==> config.mk <==
export PLATFORM = sky130hd
export DESIGN_NAME = fifo_chain_ctrl
export DESIGN_NICKNAME = d
export VERILOG_FILES = /design/src/rtl/fifo_chain_pkg.sv /design/src/rtl/fifo_chain_rstsync.sv /design/src/rtl/fifo_chain_seg.sv /design/src/rtl/fifo_chain_ctrl.sv
export SDC_FILE = /design/constraint.sdc
export NUM_CORES = 1
export LEC_CHECK = 0
export ABC_AREA = 0
export BUFFER_PORTS_ARGS = -buffer_cell sky130_fd_sc_hd__buf_2
export CORE_MARGIN = 8
export CORE_UTILIZATION = 45
export DETAILED_ROUTE_END_ITERATION = 12
export PLACE_DENSITY_LB_ADDON = 0.15
export SYNTH_ARGS = -nofsm -noshare
export SYNTH_HDL_FRONTEND = slang
export SYNTH_SLANG_ARGS = --single-unit
==> constraint.sdc <==
create_clock -name clk -period 1.6 [get_ports clk]
set_input_delay 0.16 -clock clk [delete_from_list [all_inputs] [get_ports clk]]
set_output_delay 0.16 -clock clk [all_outputs]
set_load 0.1 [all_outputs]
==> src/rtl/fifo_chain_pkg.sv <==
package fifo_chain_pkg;

  // predecessor of segment idx in a ring of n segments
  function automatic int unsigned ring_prev(input int unsigned idx, input int unsigned n);
    return (idx == 0) ? (n - 1) : (idx - 1);
  endfunction

endpackage

==> src/rtl/fifo_chain_rstsync.sv <==
module fifo_chain_rstsync (
  input  logic clk,
  input  logic arst_n,
  output logic srst_n
);

  logic stage_q;
  logic out_q;

  always_ff @(posedge clk or negedge arst_n) begin
    if (!arst_n) begin
      stage_q <= 1'b0;
      out_q   <= 1'b0;
    end else begin
      stage_q <= 1'b1;
      out_q   <= stage_q;
    end
  end

  assign srst_n = out_q;

endmodule

==> src/rtl/fifo_chain_seg.sv <==
module fifo_chain_seg #(
  parameter int unsigned DW      = 8,
  parameter int unsigned DEPTH   = 4,
  parameter bit          CHAINED = 1'b1
) (
  input  logic          clk,
  input  logic          rst_n,
  input  logic          load_n,
  input  logic          wxi,
  input  logic          rxi,
  input  logic          wr_req,
  input  logic          rd_req,
  input  logic [DW-1:0] wdata,
  output logic          wpass,
  output logic          rpass,
  output logic          wxo,
  output logic          seg_full,
  output logic          seg_empty,
  output logic          wtok,
  output logic          rtok,
  output logic          rd_acc,
  output logic [DW-1:0] qdata
);

  localparam int unsigned AW = (DEPTH > 1) ? $clog2(DEPTH) : 1;
  localparam int unsigned CW = $clog2(DEPTH + 1);
  localparam logic [AW-1:0] LAST = AW'(DEPTH - 1);
  localparam logic [CW-1:0] FULLC = CW'(DEPTH);
  localparam logic [CW-1:0] HALFC = CW'(DEPTH / 2);

  logic [DW-1:0] mem [DEPTH];
  logic [AW-1:0] wptr_q, wptr_n;
  logic [AW-1:0] rptr_q, rptr_n;
  logic [CW-1:0] cnt_q, cnt_n;
  logic          wtok_q, wtok_n;
  logic          rtok_q, rtok_n;
  logic          wr_acc;

  assign seg_full  = (cnt_q == FULLC);
  assign seg_empty = (cnt_q == '0);
  assign wr_acc    = wtok_q && wr_req && !seg_full;
  assign rd_acc    = rtok_q && rd_req && !seg_empty;
  assign wpass     = CHAINED && wr_acc && (wptr_q == LAST);
  assign rpass     = CHAINED && rd_acc && (rptr_q == LAST);

  generate
    if (CHAINED) begin : g_chain_out
      assign wxo = wpass;
    end else begin : g_half_out
      assign wxo = (cnt_q > HALFC);
    end
  endgenerate

  assign wtok  = wtok_q;
  assign rtok  = rtok_q;
  assign qdata = rtok_q ? mem[rptr_q] : '0;

  always_comb begin
    wptr_n = wptr_q;
    rptr_n = rptr_q;
    cnt_n  = cnt_q;
    wtok_n = wtok_q;
    rtok_n = rtok_q;
    if (wr_acc) wptr_n = (wptr_q == LAST) ? '0 : wptr_q + 1'b1;
    if (rd_acc) rptr_n = (rptr_q == LAST) ? '0 : rptr_q + 1'b1;
    case ({wr_acc, rd_acc})
      2'b10:   cnt_n = cnt_q + 1'b1;
      2'b01:   cnt_n = cnt_q - 1'b1;
      default: cnt_n = cnt_q;
    endcase
    if (wpass) wtok_n = 1'b0;
    if (wxi)   wtok_n = 1'b1;
    if (rpass) rtok_n = 1'b0;
    if (rxi)   rtok_n = 1'b1;
  end

  always_ff @(posedge clk or negedge rst_n) begin
    if (!rst_n) begin
      wptr_q <= '0;
      rptr_q <= '0;
      cnt_q  <= '0;
      wtok_q <= !load_n;
      rtok_q <= !load_n;
    end else begin
      wptr_q <= wptr_n;
      rptr_q <= rptr_n;
      cnt_q  <= cnt_n;
      wtok_q <= wtok_n;
      rtok_q <= rtok_n;
    end
  end

  always_ff @(posedge clk) begin
    if (wr_acc) mem[wptr_q] <= wdata;
  end

endmodule

==> src/rtl/fifo_chain_ctrl.sv <==
module fifo_chain_ctrl #(
  parameter int unsigned NSEG  = 3,
  parameter int unsigned DEPTH = 4,
  parameter int unsigned DW    = 8
) (
  input  logic            clk,
  input  logic            rst_n,
  input  logic            wr_en,
  input  logic [DW-1:0]   wr_data,
  input  logic            rd_en,
  output logic [DW-1:0]   rd_data,
  output logic            full,
  output logic            empty,
  output logic            half_full,
  output logic [NSEG-1:0] wr_owner,
  output logic [NSEG-1:0] rd_owner,
  output logic [NSEG-1:0] wr_pass,
  output logic [NSEG-1:0] rd_pass
);

  localparam bit CHAINED = (NSEG > 1);

  logic            srst_n;
  logic [NSEG-1:0] wxo;
  logic [NSEG-1:0] seg_full;
  logic [NSEG-1:0] seg_empty;
  logic [NSEG-1:0] rd_acc;
  logic [DW-1:0]   qdata [NSEG];
  logic [DW-1:0]   q_or;
  logic [DW-1:0]   rd_q, rd_n;

  fifo_chain_rstsync u_rst (
    .clk    (clk),
    .arst_n (rst_n),
    .srst_n (srst_n)
  );

  generate
    for (genvar i = 0; i < NSEG; i++) begin : g_seg
      localparam int unsigned PREV = fifo_chain_pkg::ring_prev(i, NSEG);
      logic wxi_i;
      logic rxi_i;
      if (CHAINED) begin : g_ring
        assign wxi_i = wxo[PREV];
        assign rxi_i = rd_pass[PREV];
      end else begin : g_solo
        assign wxi_i = 1'b0;
        assign rxi_i = 1'b0;
      end
      fifo_chain_seg #(
        .DW      (DW),
        .DEPTH   (DEPTH),
        .CHAINED (CHAINED)
      ) u_seg (
        .clk       (clk),
        .rst_n     (srst_n),
        .load_n    (i != 0),
        .wxi       (wxi_i),
        .rxi       (rxi_i),
        .wr_req    (wr_en),
        .rd_req    (rd_en),
        .wdata     (wr_data),
        .wpass     (wr_pass[i]),
        .rpass     (rd_pass[i]),
        .wxo       (wxo[i]),
        .seg_full  (seg_full[i]),
        .seg_empty (seg_empty[i]),
        .wtok      (wr_owner[i]),
        .rtok      (rd_owner[i]),
        .rd_acc    (rd_acc[i]),
        .qdata     (qdata[i])
      );
    end
    if (CHAINED) begin : g_no_half
      assign half_full = 1'b0;
    end else begin : g_half
      assign half_full = wxo[0];
    end
  endgenerate

  assign full  = |(wr_owner & seg_full);
  assign empty = |(rd_owner & seg_empty);

  always_comb begin
    q_or = '0;
    for (int i = 0; i < NSEG; i++) q_or = q_or | qdata[i];
    rd_n = (|rd_acc) ? q_or : rd_q;
  end

  always_ff @(posedge clk or negedge srst_n) begin
    if (!srst_n) rd_q <= '0;
    else         rd_q <= rd_n;
  end

  assign rd_data = rd_q;

endmodule

==> key figures <==
Run status
  – Violated checks: negative setup slack
  – Status: complete, but fails checks

Timing
  – Fin crit period: 2.11 ns
  – Setup-failing EPs final: 131
  – Worst Skew: 0.00785 ns
  – Max Slew Vio Count: 0
  – Fmax: 0.473 GHz
  – Worst hold slack: 0.0624 ns
  – Final hold violations: 0
  – Final Cycle Share: 132%
  – Setup slack after layout: -0.512 ns
  – Post-route setup TNS: -11.07 ns
  – RSZ-0062 raised after global routing: true

Die
  – Starting Density: 46.1%
  – Die ar.: 16,700 sq um
  – Die W: 129 um
  – Core Footprint: 12,600 sq um
  – # rows: 41
  – I/O pin count: 35
  – Die H: 129 um

Finish
  – Final nets: 464
  – Footprint of the multi-input gates: 1910 sq um
  – Most frequent cells in the layout: 96 x edfxtp_1, 37 x buf_4, 33 x dfrtp_1, 25 x buf_6, 21 x buf_2
  – Antenna cells: 0
  – Final Non-Filler Cells: 616
  – Filler Cells Inserted: 900
  – Sequential cell area: 3810 sq um
  – Most common cell after layout, fill and taps aside: edfxtp_1
  – Final Util: 61.6%
  – Layout cell share with drive strength beyond 1: 50.2%
  – Area grow syn2layout: 33.8%

Logic synthesis
  – Post-synthesis async set-or-reset flop share: 27.8%
  – Post-synthesis sequential area ratio: 65.8%
  – Most frequently used flop master after synthesis: edfxtp_1
  – Post-Syn Area: 5790 sq um
  – Mean post-synth cell area: 17.3 sq um
  – Mapped Cells: 334
  – Syn nets: 367
  – Yosys warns: 0
  – Unique cell type count in the Yosys netlist: 40
  – Register bit total from synthesis: 133
  – Number of flops mapped to enable cells by yosys: 96

Place
  – Inst Count DP: 551
  – Post-DP HPWL: 7710 um
  – Final RePlAce weighted congestion: 0.759
  – Port Buffers: 33

Detailed routing
  – Post-route ant nets: 0
  – Metal3 WL: 469 um
  – Detailed Route WL: 12,200 um
  – Met2 wire len: 6200 um
  – DR DRC count: 0
  – Post-DR wirelength/cell: 19.8 um
  – DR vias: 3,159
  – DR pass1 iterations: 5
  – Vias per Instance: 5.13
  – M1 WL: 5300 um
  – Top layer in use: met4
  – Initial DRC count: 168

Power and ir drop
  – Pleak: 0.00307 uW
  – Peak supply drop: 0.000926 V
  – PwrDens: 2130 nW/um^2
  – Total power: 16,500 uW

CTS
  – Total CTS buffers: 17
  – H-tree levels: 4
  – Clk buf depth: 2
  – CTS tree: done
  – Clk slew on worst S/H paths: 0.06 ns
  – Clk root buf: clkbuf_16
  – Worst-Skew Late Latency: 0.42 ns
  – Clk sinks: 133

Worst setup path
  – Critical Path Sink Type: primary output
  – Crit-path max cell delay: 0.42 ns
  – Crit path arrival time: 1.95 ns
  – Startpoint types: register
  – CP Class: reg -> out
  – Maximum fanout along the worst path: 2
  – CP cell instances: or3b_1 -> buf_4 -> or2_4 -> o211ai_1 -> buf_12
  – Slowest CP cell: or3b_1
  – CP Data Required Time: 1.44 ns

GRT
  – Pin count of the biggest net entering global routing: 36
  – Initial antenna violation count: 0
  – Total track usage: 15.5%
  – First-pass GRT wire length: 18,800 um
  – Vias in the first global route: 3,310
  – GRT overflow: 0

Run
  – Max Cap Violations: 0

Hold path
  – Hold Path Class: in -> async
==> per-stage QoR <==
step,cell area [sq um],setup WS [ns]
CTS,7650,-0.505
global route,7740,-0.567
global placement,6480,-0.356
finish,7740,-0.512
floorplan,5890,-0.842
detailed placement,6480,-0.401
==> final timing paths <==
check                                        startpoint                       end  slack, ns  cells after the start
max in group asynchronous                  u_rst.srst_n  g_seg[0].u_seg.rptr_q[1]       0.93                      1
min in group clk                             wr_data[7]  g_seg[2].u_seg.mem[1][7]       0.10                      1
worst max register to register  g_seg[1].u_seg.cnt_q[0]   g_seg[1].u_seg.cnt_q[2]      -0.41                      9
worst min-delay path                              rst_n              u_rst.srst_n       0.06                      2
worst max-delay path            g_seg[2].u_seg.cnt_q[0]                      full      -0.51                      5
worst min register to register             u_rst.srst_n       g_seg[1].u_seg.wtok       0.29                      1
==> state kept, by name, indices dropped and copies added (netlist names) <==
signal / flops
rd_data: 8
g_seg.u_seg.rptr_q: 6
g_seg.u_seg.rtok: 3
g_seg.u_seg.wtok: 3
g_seg.u_seg.mem: 96
u_rst.stage_q: 1
g_seg.u_seg.wptr_q: 6
u_rst.srst_n: 1
g_seg.u_seg.cnt_q: 9
==> synthesized netlist by cell type, types with 3 or more instances <==
cell / number / share of area, %
buf_6: 6 / 1.2
xnor2_1: 3 / 0.45
mux4_1: 13 / 5.9
nand2_1: 4 / 0.26
mux4_2: 11 / 4.3
inv_1: 20 / 1.3
ha_1: 18 / 3.9
nor2_1: 9 / 0.58
and3_1: 3 / 0.32
buf_4: 14 / 1.8
and2_1: 13 / 1.4
a222oi_1: 8 / 1.4
edfxtp_1: 96 / 50
dfrtp_1: 35 / 15
inv_2: 4 / 0.26
mux2_1: 6 / 1.2
buf_2: 3 / 0.26
o21ai_0: 4 / 0.35
a21o_1: 5 / 0.65
mux2_4: 6 / 1.6
a31oi_1: 3 / 0.32
a21oi_1: 8 / 0.69
xor2_1: 6 / 0.91
or3b_1: 3 / 0.45
fa_1: 3 / 1.0
clkbuf_8: 3 / 0.71
nor4_1: 8 / 0.86
==> what timing repair did <==
item                       4_1_cts  5_1_grt
setup endpoints to repair      125      134
setup buffers                   31       10
pin swaps                       24       12
hold buffers                     1        0
gates cloned                     2        0
hold endpoints to repair         2        0
resized for setup               89       30
==> layer usage <==
| metal | track usage (%) | vias up |
|---|---|---|
| li1 | - | 1463 |
| met1 | 19.3 | 1628 |
| met2 | 25.0 | 51 |
| met3 | 3.78 | 17 |
| met4 | 7.45 | 0 |
| met5 | 0 | - |
==> critical path, delay by kind of cell, from the launching register on <==
family | cells | cell delay [ns]
DFF | 1 | 0.37
and+or+nand+nor | 2 | 0.64
buffers and inverters | 2 | 0.38
AOI/OAI and AO/OA | 1 | 0.15
==> layout make-up <==
class	instances	share of cell area, %
Multi-Input combinational cell	148	24.6
Timing Repair Buffer	107	14.2
Clock buffer	17	5.49
Inverter	24	1.33
Clock inverter	15	2.28
Tap cell	172	2.78
Sequential cell	133	49.3
==> report_power, final <==
group	switching, uW	internal (uW)
Combinational	4120	3490
Clock	1490	2460
Sequential	537	4390
Total	6140	10300
==> cell families after synthesis <==
family,Yosys count,synth area share (%)
DFF,133,65.8
buffers and inverters,53,5.71
and+or+nand+nor,46,4.58
muxes,37,13.1
AOI/OAI and AO/OA,33,4.37
adders and majority gates,21,4.93
xor gates and xnor gates,9,1.36
other,2,0.130
(Power assumes the default switching activity.)
